## src/rtl/ccp_pkg.sv

```systemverilog
package ccp_pkg;
  localparam int MODE_W = 4;

  localparam logic [1:0] SEL_LO   = 2'd0;
  localparam logic [1:0] SEL_HI   = 2'd1;
  localparam logic [1:0] SEL_CTRL = 2'd2;

  typedef enum logic [1:0] {K_OFF, K_CAP, K_CMP, K_PWM} kind_e;

  function automatic kind_e kind_of(input logic [MODE_W-1:0] m);
    if (m[3:2] == 2'b11) return K_PWM;
    if (m[3])            return K_CMP;
    if (m[2])            return K_CAP;
    return K_OFF;
  endfunction
endpackage

```

## src/rtl/ccp_regs.sv

```systemverilog
module ccp_regs #(
  parameter int REG_W  = 8,
  parameter int FINE_W = 2
) (
  input  logic                         clk_i,
  input  logic                         rst_ni,
  input  logic                         wr_en_i,
  input  logic [1:0]                   wr_sel_i,
  input  logic [REG_W-1:0]             wr_data_i,
  input  logic                         cap_i,
  input  logic [2*REG_W-1:0]           cap_val_i,
  output logic [2*REG_W-1:0]           val_o,
  output logic [ccp_pkg::MODE_W-1:0]   mode_o,
  output logic [FINE_W-1:0]            fine_o
);
  import ccp_pkg::*;
  localparam int CTRL_W = MODE_W + FINE_W;

  logic [REG_W-1:0]  lo_q, hi_q;
  logic [CTRL_W-1:0] ctrl_q;

  always_ff @(posedge clk_i or negedge rst_ni) begin
    if (!rst_ni) begin
      lo_q   <= '0;
      hi_q   <= '0;
      ctrl_q <= '0;
    end else begin
      if (cap_i) begin
        {hi_q, lo_q} <= cap_val_i;
      end else if (wr_en_i) begin
        case (wr_sel_i)
          SEL_LO:  lo_q <= wr_data_i;
          SEL_HI:  hi_q <= wr_data_i;
          default: ;
        endcase
      end
      if (wr_en_i && wr_sel_i == SEL_CTRL) ctrl_q <= wr_data_i[CTRL_W-1:0];
    end
  end

  assign val_o  = {hi_q, lo_q};
  assign mode_o = ctrl_q[MODE_W-1:0];
  assign fine_o = ctrl_q[CTRL_W-1:MODE_W];
endmodule

```

## src/rtl/ccp_capture.sv

```systemverilog
module ccp_capture #(
  parameter int PS_MID  = 4,
  parameter int PS_SLOW = 16
) (
  input  logic       clk_i,
  input  logic       rst_ni,
  input  logic       pin_i,
  input  logic       active_i,
  input  logic [1:0] sub_i,
  input  logic       chg_i,
  output logic       cap_o
);
  localparam int CNT_W = $clog2(PS_SLOW + 1);
  localparam logic [CNT_W-1:0] LIM_MID  = CNT_W'(PS_MID - 1);
  localparam logic [CNT_W-1:0] LIM_SLOW = CNT_W'(PS_SLOW - 1);

  logic [2:0]       sync_q;
  logic [CNT_W-1:0] cnt_q, lim;
  logic             rise, fall, edg;

  assign rise = sync_q[1] & ~sync_q[2];
  assign fall = ~sync_q[1] & sync_q[2];
  assign edg  = (sub_i == 2'b00) ? fall : rise;

  always_comb begin
    case (sub_i)
      2'b10:   lim = LIM_MID;
      2'b11:   lim = LIM_SLOW;
      default: lim = '0;
    endcase
  end

  assign cap_o = active_i && !chg_i && edg && (cnt_q == lim);

  always_ff @(posedge clk_i or negedge rst_ni) begin
    if (!rst_ni) begin
      sync_q <= '0;
      cnt_q  <= '0;
    end else begin
      sync_q <= {sync_q[1:0], pin_i};
      if (!active_i || chg_i) cnt_q <= '0;
      else if (edg)           cnt_q <= cap_o ? '0 : cnt_q + CNT_W'(1);
    end
  end
endmodule

```

## src/rtl/ccp_compare.sv

```systemverilog
module ccp_compare #(
  parameter int TMR_W = 16
) (
  input  logic                       clk_i,
  input  logic                       rst_ni,
  input  logic [ccp_pkg::MODE_W-1:0] mode_i,
  input  logic                       chg_i,
  input  logic                       off_i,
  input  logic [TMR_W-1:0]           tmr_i,
  input  logic [TMR_W-1:0]           val_i,
  output logic                       out_o,
  output logic                       hit_o,
  output logic                       evt_o
);
  logic is_cmp, match, match_q, out_q, evt_q;

  assign is_cmp = (mode_i[3:2] == 2'b10);
  assign match  = (tmr_i == val_i);
  // act only on the cycle the timer arrives at the value
  assign hit_o  = is_cmp && !chg_i && match && !match_q;

  always_ff @(posedge clk_i or negedge rst_ni) begin
    if (!rst_ni) begin
      match_q <= 1'b0;
      out_q   <= 1'b0;
      evt_q   <= 1'b0;
    end else begin
      match_q <= match;
      evt_q   <= hit_o && (mode_i[1:0] == 2'b11);
      if (off_i)                             out_q <= 1'b0;
      else if (chg_i && is_cmp && !mode_i[1]) out_q <= mode_i[0];
      else if (hit_o && !mode_i[1])          out_q <= ~mode_i[0];
    end
  end

  assign out_o = out_q;
  assign evt_o = evt_q;
endmodule

```

## src/rtl/ccp_pwm.sv

```systemverilog
module ccp_pwm #(
  parameter int REG_W  = 8,
  parameter int FINE_W = 2
) (
  input  logic                    clk_i,
  input  logic                    rst_ni,
  input  logic                    active_i,
  input  logic [REG_W-1:0]        tmr_i,
  input  logic [FINE_W-1:0]       fine_i,
  input  logic [REG_W-1:0]        period_i,
  input  logic [REG_W+FINE_W-1:0] duty_i,
  output logic                    out_o
);
  localparam int DUTY_W = REG_W + FINE_W;

  logic [DUTY_W-1:0] cnt, last, shadow_q;
  logic              end_t, fall_t, out_q;

  assign cnt    = {tmr_i, fine_i};
  assign last   = {period_i, {FINE_W{1'b1}}};
  assign end_t  = (cnt == last);
  // drop one count early: the registered pin then turns low exactly at count D
  assign fall_t = (shadow_q != '0) && (cnt == shadow_q - DUTY_W'(1));

  always_ff @(posedge clk_i or negedge rst_ni) begin
    if (!rst_ni) begin
      shadow_q <= '0;
      out_q    <= 1'b0;
    end else if (!active_i) begin
      shadow_q <= '0;
      out_q    <= 1'b0;
    end else if (end_t) begin
      shadow_q <= duty_i;
      out_q    <= (duty_i != '0);
    end else if (fall_t) begin
      out_q    <= 1'b0;
    end
  end

  assign out_o = out_q;
endmodule

```

## src/rtl/ccp_unit.sv

```systemverilog
module ccp_unit #(
  parameter int REG_W   = 8,
  parameter int FINE_W  = 2,
  parameter int PS_MID  = 4,
  parameter int PS_SLOW = 16,
  parameter bit CONV_EN = 1'b0
) (
  input  logic               clk_i,
  input  logic               rst_ni,
  input  logic               wr_en_i,
  input  logic [1:0]         wr_sel_i,
  input  logic [REG_W-1:0]   wr_data_i,
  input  logic               flag_clr_i,
  input  logic               pin_i,
  input  logic [2*REG_W-1:0] tmr_i,
  input  logic [REG_W-1:0]   ptmr_i,
  input  logic [FINE_W-1:0]  fine_i,
  input  logic [REG_W-1:0]   period_i,
  output logic               pin_o,
  output logic               flag_o,
  output logic               event_o,
  output logic               adc_start_o,
  output logic [2*REG_W-1:0] val_o
);
  import ccp_pkg::*;
  localparam int TMR_W = 2 * REG_W;

  logic [MODE_W-1:0] mode, mode_q;
  logic [FINE_W-1:0] duty_lsb;
  logic [TMR_W-1:0]  val;
  logic              mode_chg, cap_stb, hit, cmp_out, pwm_out, evt, flag_q;
  kind_e             kind;

  assign kind     = kind_of(mode);
  assign mode_chg = (mode != mode_q);

  ccp_regs #(.REG_W(REG_W), .FINE_W(FINE_W)) u_regs (
    .clk_i, .rst_ni, .wr_en_i, .wr_sel_i, .wr_data_i,
    .cap_i(cap_stb), .cap_val_i(tmr_i),
    .val_o(val), .mode_o(mode), .fine_o(duty_lsb)
  );

  ccp_capture #(.PS_MID(PS_MID), .PS_SLOW(PS_SLOW)) u_cap (
    .clk_i, .rst_ni, .pin_i,
    .active_i(kind == K_CAP), .sub_i(mode[1:0]), .chg_i(mode_chg),
    .cap_o(cap_stb)
  );

  ccp_compare #(.TMR_W(TMR_W)) u_cmp (
    .clk_i, .rst_ni, .mode_i(mode), .chg_i(mode_chg), .off_i(kind == K_OFF),
    .tmr_i, .val_i(val), .out_o(cmp_out), .hit_o(hit), .evt_o(evt)
  );

  ccp_pwm #(.REG_W(REG_W), .FINE_W(FINE_W)) u_pwm (
    .clk_i, .rst_ni, .active_i(kind == K_PWM),
    .tmr_i(ptmr_i), .fine_i, .period_i,
    .duty_i({val[REG_W-1:0], duty_lsb}), .out_o(pwm_out)
  );

  always_ff @(posedge clk_i or negedge rst_ni) begin
    if (!rst_ni) begin
      mode_q <= '0;
      flag_q <= 1'b0;
    end else begin
      mode_q <= mode;
      if (kind == K_OFF)       flag_q <= 1'b0;
      else if (cap_stb || hit) flag_q <= 1'b1;
      else if (flag_clr_i)     flag_q <= 1'b0;
    end
  end

  always_comb begin
    case (kind)
      K_CMP:   pin_o = cmp_out;
      K_PWM:   pin_o = pwm_out;
      default: pin_o = 1'b0;
    endcase
  end

  generate
    if (CONV_EN) begin : g_conv
      assign adc_start_o = evt;
    end else begin : g_noconv
      assign adc_start_o = 1'b0;
    end
  endgenerate

  assign flag_o  = flag_q;
  assign event_o = evt;
  assign val_o   = val;
endmodule

```

## config.mk

```make
export PLATFORM = sky130hd
export DESIGN_NAME = ccp_unit
export DESIGN_NICKNAME = d
export VERILOG_FILES = /design/src/rtl/ccp_pkg.sv /design/src/rtl/ccp_regs.sv /design/src/rtl/ccp_capture.sv /design/src/rtl/ccp_compare.sv /design/src/rtl/ccp_pwm.sv /design/src/rtl/ccp_unit.sv
export SDC_FILE = /design/constraint.sdc
export NUM_CORES = 1
export LEC_CHECK = 0
export BUFFER_PORTS_ARGS = -buffer_cell sky130_fd_sc_hd__buf_4
export CAP_MARGIN = 20
export CORE_UTILIZATION = 48
export CTS_CLUSTER_DIAMETER = 200
export CTS_CLUSTER_SIZE = 25
export DETAILED_ROUTE_END_ITERATION = 16
export GPL_ROUTABILITY_DRIVEN = 0
export PLACE_DENSITY = 0.76
export SETUP_SLACK_MARGIN = 0.5
export SLEW_MARGIN = 20
export SYNTH_ARGS = -nofsm -noshare
export SYNTH_HDL_FRONTEND = slang
export SYNTH_SLANG_ARGS = --single-unit
```

## constraint.sdc

```tcl
create_clock -name clk_i -period 1.9 [get_ports clk_i]
set_input_delay 0.095 -clock clk_i [delete_from_list [all_inputs] [get_ports clk_i]]
set_output_delay 0.095 -clock clk_i [all_outputs]
set_load 0.005 [all_outputs]
```

### After elaboration in Yosys (flattened, before gate mapping)

Cells that the tools add are included.

| word-level totals | value |
|---|---|
| word-level logic and storage cells | 101 |
| output and inout port bits | 20 |
| input bits | 49 |
| bits in registers | 49 |

| operators by class | value |
|---|---|
| $add $sub $neg | 2 |
| reductions and logical operators | 31 |
| muxes and demuxes | 35 |
| equal/unequal tests | 16 |
| bitwise gates (word level) | 5 |

Operators with widths:

| kind | count |
|---|---|
| $mux W8 | 6 |
| $eq A10 B10 Y1 | 2 |
| $mux W10 | 2 |
| $reduce_bool A10 Y1 | 2 |
| $eq A16 B16 Y1 | 1 |
| $mux W1 | 16 |
| $mux W5 | 3 |
| $eq A2 B2 Y1 const B | 7 |
| $logic_and A1 B1 Y1 | 12 |
| $mux W2 | 6 |
| $sub A10 B1 Y10 const B | 1 |
| $pmux W4 S2 | 1 |
| $reduce_bool A2 Y1 | 4 |
| $logic_not A2 Y1 | 3 |
| $reduce_bool A3 Y1 | 2 |
| $add A5 B1 Y5 const B | 1 |
| $eq A5 B4 Y1 | 1 |
| $eq A2 B1 Y1 const B | 2 |
| $logic_not A1 Y1 | 4 |
| $ne A4 B4 Y1 | 1 |
| $reduce_and A2 Y1 | 2 |
| $ne A3 B3 Y1 const B | 1 |
| $not A1 Y1 | 3 |
| $and A1 B1 Y1 | 2 |
| other kinds (3) | 4 |

### Logic depth before layout (Yosys ltp)

| depth | value |
|---|---|
| word-level depth | 15 |
| gate-level depth with buffers | 9 |
| mapped depth without buffers | 8 |

### Hierarchy

From an unflattened synthesis, not the netlist that was laid out.

| unflattened totals | value |
|---|---|
| cell total of the unflattened synthesis | 311 |
| area total of the unflattened synthesis | 2970.3 µm² |

By module, submodules not included:

| module | area each (µm²) | cells each | instances | sequential area each (µm²) |
|---|---|---|---|---|
| ccp_regs | 1014.7 | 102 | 1 | 550.5 |
| ccp_pwm | 984.7 | 109 | 1 | 275.3 |
| ccp_capture | 401.6 | 40 | 1 | 200.2 |
| ccp_compare | 342.8 | 40 | 1 | 75.1 |
| ccp_unit | 226.5 | 20 | 1 | 125.1 |

### Worst setup path after synthesis

OpenSTA, ideal clock, no wires.

| path | value |
|---|---|
| path type | register to register |
| start point | register u_regs.ctrl_q[0] |
| end point | register u_regs.hi_q[0] |
| path buffers | 3 |
| library setup time | 123 ps |
| period minus slack after synthesis | 1874 ps |
| arrival | 1751 ps |
| cell stages (with the launch flop) | 10 |
| required time | 1777 ps |
| slack | 26 ps |
| path through | dfrtp_1 -> buf_2 -> or3_1 -> a21oi_1 -> o221ai_1 -> nand2b_1 -> buf_6 -> buf_2 -> nor2_1 -> a21oi_1 |

| between the ends | value |
|---|---|
| word-level cells in the longest chain between the ends | 7 |
| elaborated cells between the ends (all ways) | 15 |
| those cells by class | eq/ne: 4; mux: 3; reduce/logical: 8 |

RTL lines:

| what | line | RTL |
|---|---|---|
| from (decl) | ccp_regs.sv:20 | `logic [CTRL_W-1:0] ctrl_q;` |
| from (signal assigned) | ccp_regs.sv:37 | `if (wr_en_i && wr_sel_i == SEL_CTRL) ctrl_q <= wr_data_i[CTRL_W-1:0];` |
| branches (longest 4 deep; another with $eq A5 B4 Y1) | -- |  |
| $logic_and A1 B1 Y1 * | ccp_capture.sv:33 | `assign cap_o = active_i && !chg_i && edg && (cnt_q == lim);` |
| $reduce_bool A2 Y1 (no line) | -- |  |
| $reduce_and A2 Y1 (no line) | -- |  |
| to (signal assigned) | ccp_regs.sv:29 | `{hi_q, lo_q} <= cap_val_i;` |
| to (signal assigned) | ccp_regs.sv:33 | `SEL_HI: hi_q <= wr_data_i;` |
| to (decl) | ccp_regs.sv:19 | `logic [REG_W-1:0] lo_q, hi_q;` |

Mark *: on every way between the ends.
A chain may end at the register's enable or synchronous reset.

### Worst setup path after layout

| path | value |
|---|---|
| start point | register u_regs.lo_q[4] |
| end point | register u_cmp.out_q (netlist: u_cmp.out_o) |

| between the ends | value |
|---|---|
| word-level cells in the longest chain between the ends | 5 |

RTL lines:

| what | line | RTL |
|---|---|---|
| from (decl) | ccp_regs.sv:19 |  |
| from (signal assigned) | ccp_regs.sv:29 |  |
| from (signal assigned) | ccp_regs.sv:32 | `SEL_LO: lo_q <= wr_data_i;` |
| $eq A16 B16 Y1 | ccp_compare.sv:18 | `assign match = (tmr_i == val_i);` |
| net u_cmp.match | ccp_compare.sv:15 | `logic is_cmp, match, match_q, out_q, evt_q;` |
| $logic_and A1 B1 Y1 (2 in a row) | ccp_compare.sv:20 | `assign hit_o = is_cmp && !chg_i && match && !match_q;` |
| $logic_and A1 B1 Y1 | ccp_compare.sv:32 | `else if (hit_o && !mode_i[1]) out_q <= ~mode_i[0];` |
| $reduce_bool A3 Y1 (no line) | -- |  |
| to (signal assigned) | ccp_compare.sv:31 | `else if (chg_i && is_cmp && !mode_i[1]) out_q <= mode_i[0];` |
| to (signal assigned) | ccp_compare.sv:32 |  |
| to (decl) | ccp_compare.sv:15 |  |

The timed path passes the listed nets, and every way through them passes these cells.

==> impl_results.md <==
* Tmin final at 1921 ps
* Crit Reg-Reg Startpoint: u_regs.lo_q[4]
* Die ar. at about 0.0060 mm^2
* Status: complete, but fails checks
* Clock latency on the worst-skew pair at 300 ps
* Most frequent cell after synthesis: dfrtp_1
* Die height at between 70 and 80 um
* Cell taking the most area after synthesis: dfrtp_1
* Total GRT Usage at 0.2539
* FF-to-FF End: u_cmp.out_o
* Synthesized Nets at 318
* Syn Area/Cell at around 10 um^2
* WL per Instance at between 15 and 20 um
* Initial DRC count at around 120
* Post-synth EDFFs at 0
* P_sw at 0.9184 mW
* Worst R2R Path Depth at 6
* CTS sink cnt at between 40 and 50
* Clk root buf: clkbuf_8
* Met3 WL at approximately 350 um
* Commonest cells in the netlist: dfrtp_1, nor2_1, xnor2_1
* FP Rows at 27
* First-pass GRT wire length at between 10000 and 15000 um
* Drt total wl at 7878 um
* RSZ-0062 raised after global routing: true
* Critical path arrival at 2150 ps
* Final #Nets at 432
* Critical Path Fanout Max at 2
* Share of layout cells above drive strength 1 at 0.4987
* Seq/Total Area, Yosys at 0.4448
* Synth Cell Area at roughly 0.0028 mm^2
* Sequential fraction of design power at 0.428
* Yosys reg bits at 49
* Vias per Instance at 5.664
* Leakage at 1.903 nW
* R2r setup slk at -20 ps
* Area delta synth->final at 49.43%
* Maximum clock insertion buffer count at 2
* Final setup fails at 1
* Final WS setup at -21.17 ps
* Via Count at 2566
* Clock power frac at 0.226
* Hold_sp: tmr_i[13]
* Clock-pin transition on the worst setup and hold timing paths at 90 ps
* Post-synth ARST share at 1.000
* Largest net degree at the start of global routing at 50
* Final Hold Fails at 0
* Top-area cell type share of the netlist area at 0.4448
* Number of cells on the worst hold path at 3
* Uppermost layer routed: met4
* Initial Util at 0.5006
* Switching Share at 0.3063
* Final hold slack at between 40 and 50 ps
* Yosys Warn Count at 0
* CTS H-tree lvls at 2
* TritonCTS clock tree: yes
* Peak supply drop at approximately 0.00066 V
* CP Class: flip-flop to flip-flop
* Overall die width at 77.78 um
* Failing checks: negative setup slack
* M1 wire length at roughly 3300 um
* Met2 wire len at 3981 um
* Slew margin rel. at 0.5926
* Cell Int Power at 2.080 mW
* GRT Residual Overflow at 0
* Fillers at 365
* Post-synth top flop: dfrtp_1
* Setup Skew at 9.211 ps
* Final ANT Viol Nets at 0
* DP Wirelength at 4952 um
* Worst slew pin tran at about 600 ps
* Detailed Routing Iterations Pass 1 at 4
* Fmax at 520.5 MHz
* CP Data Required Time at 2130 ps
* Syn Inst Count at 266
* Power Total at 2.999 mW
* Drt drc at 0
* IO Count at 69
* Core Footprint at 0.005507 mm^2
* Startpoint Class: flip-flop
* Synth area leaders: dfrtp_1, mux2i_1, xnor2_1
* Worst Hold Endpoint: u_regs.hi_q[5]
* Total CTS buffers at 5
* Max Cap Viol at 0
* Crit. End Element: flip-flop
* Ratio of final minimum period to clock period at 1.011
* Power Density at 728.0 mW/mm^2
* Combinational share of power at 0.345
* Netlist cell types at 50
* Hold crit path type: input pin to flip-flop
* Max-slew violation count at 0
* Port Buffer Count at 67
* Ant diodes at 0
* Initial antenna violation count at 0
* Vias in the first global route at about 2500
per-stage QoR:
stage,instances,cell area [um^2],utilization,setup TNS (ps),setup WS (ps)
floorplan,266,2863,-,0,126.9
global placement,415,3517,0.6387,0,83.88
detailed placement,415,3517,0.6387,0,29.13
finish,453,4119,0.7480,-21.17,-21.17
global route,453,4119,0.7480,-145.1,-145.1
CTS,440,3886,0.7057,0,29.31
layout make-up:
class,count,area (um^2),area share
clock inverter,1,5.005,0.001215
timing repair buffer,115,894.6,0.2172
clock buffer,7,96.34,0.02339
multi-input combinational,206,1790,0.4347
inverter,3,11.26,0.002734
tap,72,90.09,0.02187
sequential,49,1231,0.2989
repair_timing:
action | CTS | global route
pin swaps | 10 | 7
resized for setup | 31 | 31
cloned | 4 | 0
setup buffers | 11 | 13
endpoints found under the setup margin | 25 | 25
hold buffers | 2 | 0
hold endpoints to repair | 50 | 0
how the worst max path moves through the flow:
stage	start	end
floorplan	u_regs.lo_q[4]	u_cmp.out_o
global placement	u_regs.hi_q[1]	u_cmp.out_o
detailed placement	u_regs.hi_q[7]	u_cmp.out_o
CTS	u_regs.lo_q[7]	u_cmp.out_o
global route	u_regs.lo_q[4]	u_cmp.out_o
finish	u_regs.lo_q[4]	u_cmp.out_o
placed cells by master (no fill, tap or decap), types with 2 or more instances in the layout:
cell type	instances
nand2_1	10
nor3_1	6
nand2b_4	5
inv_1	3
nor2_4	4
buf_6	7
nor3_2	3
o21ai_2	2
nor2_2	5
dlygate4sd3_1	2
o21ai_0	2
nand3_1	5
or4_1	3
nor2_1	16
dfrtp_1	45
clkbuf_8	7
xor2_2	2
a21oi_2	17
o21ai_1	2
xnor2_1	17
a22o_1	9
xor2_1	15
mux2i_1	18
ha_1	2
nor4_4	2
mux2_2	6
xnor2_2	4
nor2b_1	4
nand4_1	6
dfrtp_2	4
a21oi_1	2
nand2b_1	2
buf_4	106
a31oi_1	3
and2_1	2
nand3b_1	3
state kept, by name, indices dropped and copies added (netlist names):
name,cells
flag_o,1
u_regs.hi_q,8
u_cmp.match_q,1
u_cap.sync_q,3
u_pwm.out_o,1
u_pwm.shadow_q,10
u_regs.ctrl_q,6
u_regs.lo_q,8
u_cmp.evt_o,1
u_cmp.out_o,1
u_cap.cnt_q,5
mode_q,4
power by group through the flow:
stage	Combinational, mW	Sequential, mW	Clock, mW
after floorplan	0.394	1.31	0
after global placement	0.810	1.29	0
after detailed placement	0.822	1.30	0
after CTS	0.937	1.28	0.678
after global routing	1.11	1.30	0.721
final	1.04	1.28	0.679
critical path, cell delays in order, from the launching register on:
cell and delay (ps):
dfrtp_1 430, xnor2_2 150, nand4_1 160, nor4_4 380, nand3_2 120, or4_1 480
a31oi_1 130
logic make-up after synthesis:
family                     Yosys count  share of synthesized area
other                                1                   0.001360
DFF                                 49                     0.4448
and+or+nand+nor                     85                     0.1720
xor gates and xnor gates            38                     0.1207
buffers and inverters               15                    0.03132
muxes                               25                    0.09351
adders and majority gates            3                    0.01362
AOI/OAI and AO/OA                   50                     0.1226
per-layer routing:
metal | vias to the layer above | global-route usage
met5 | - | 0
met4 | 0 | 0.09434
met3 | 20 | 0.04235
met2 | 87 | 0.4319
met1 | 1271 | 0.3232
li1 | 1188 | -
Note: power is estimated with default switching activity, not from simulation.
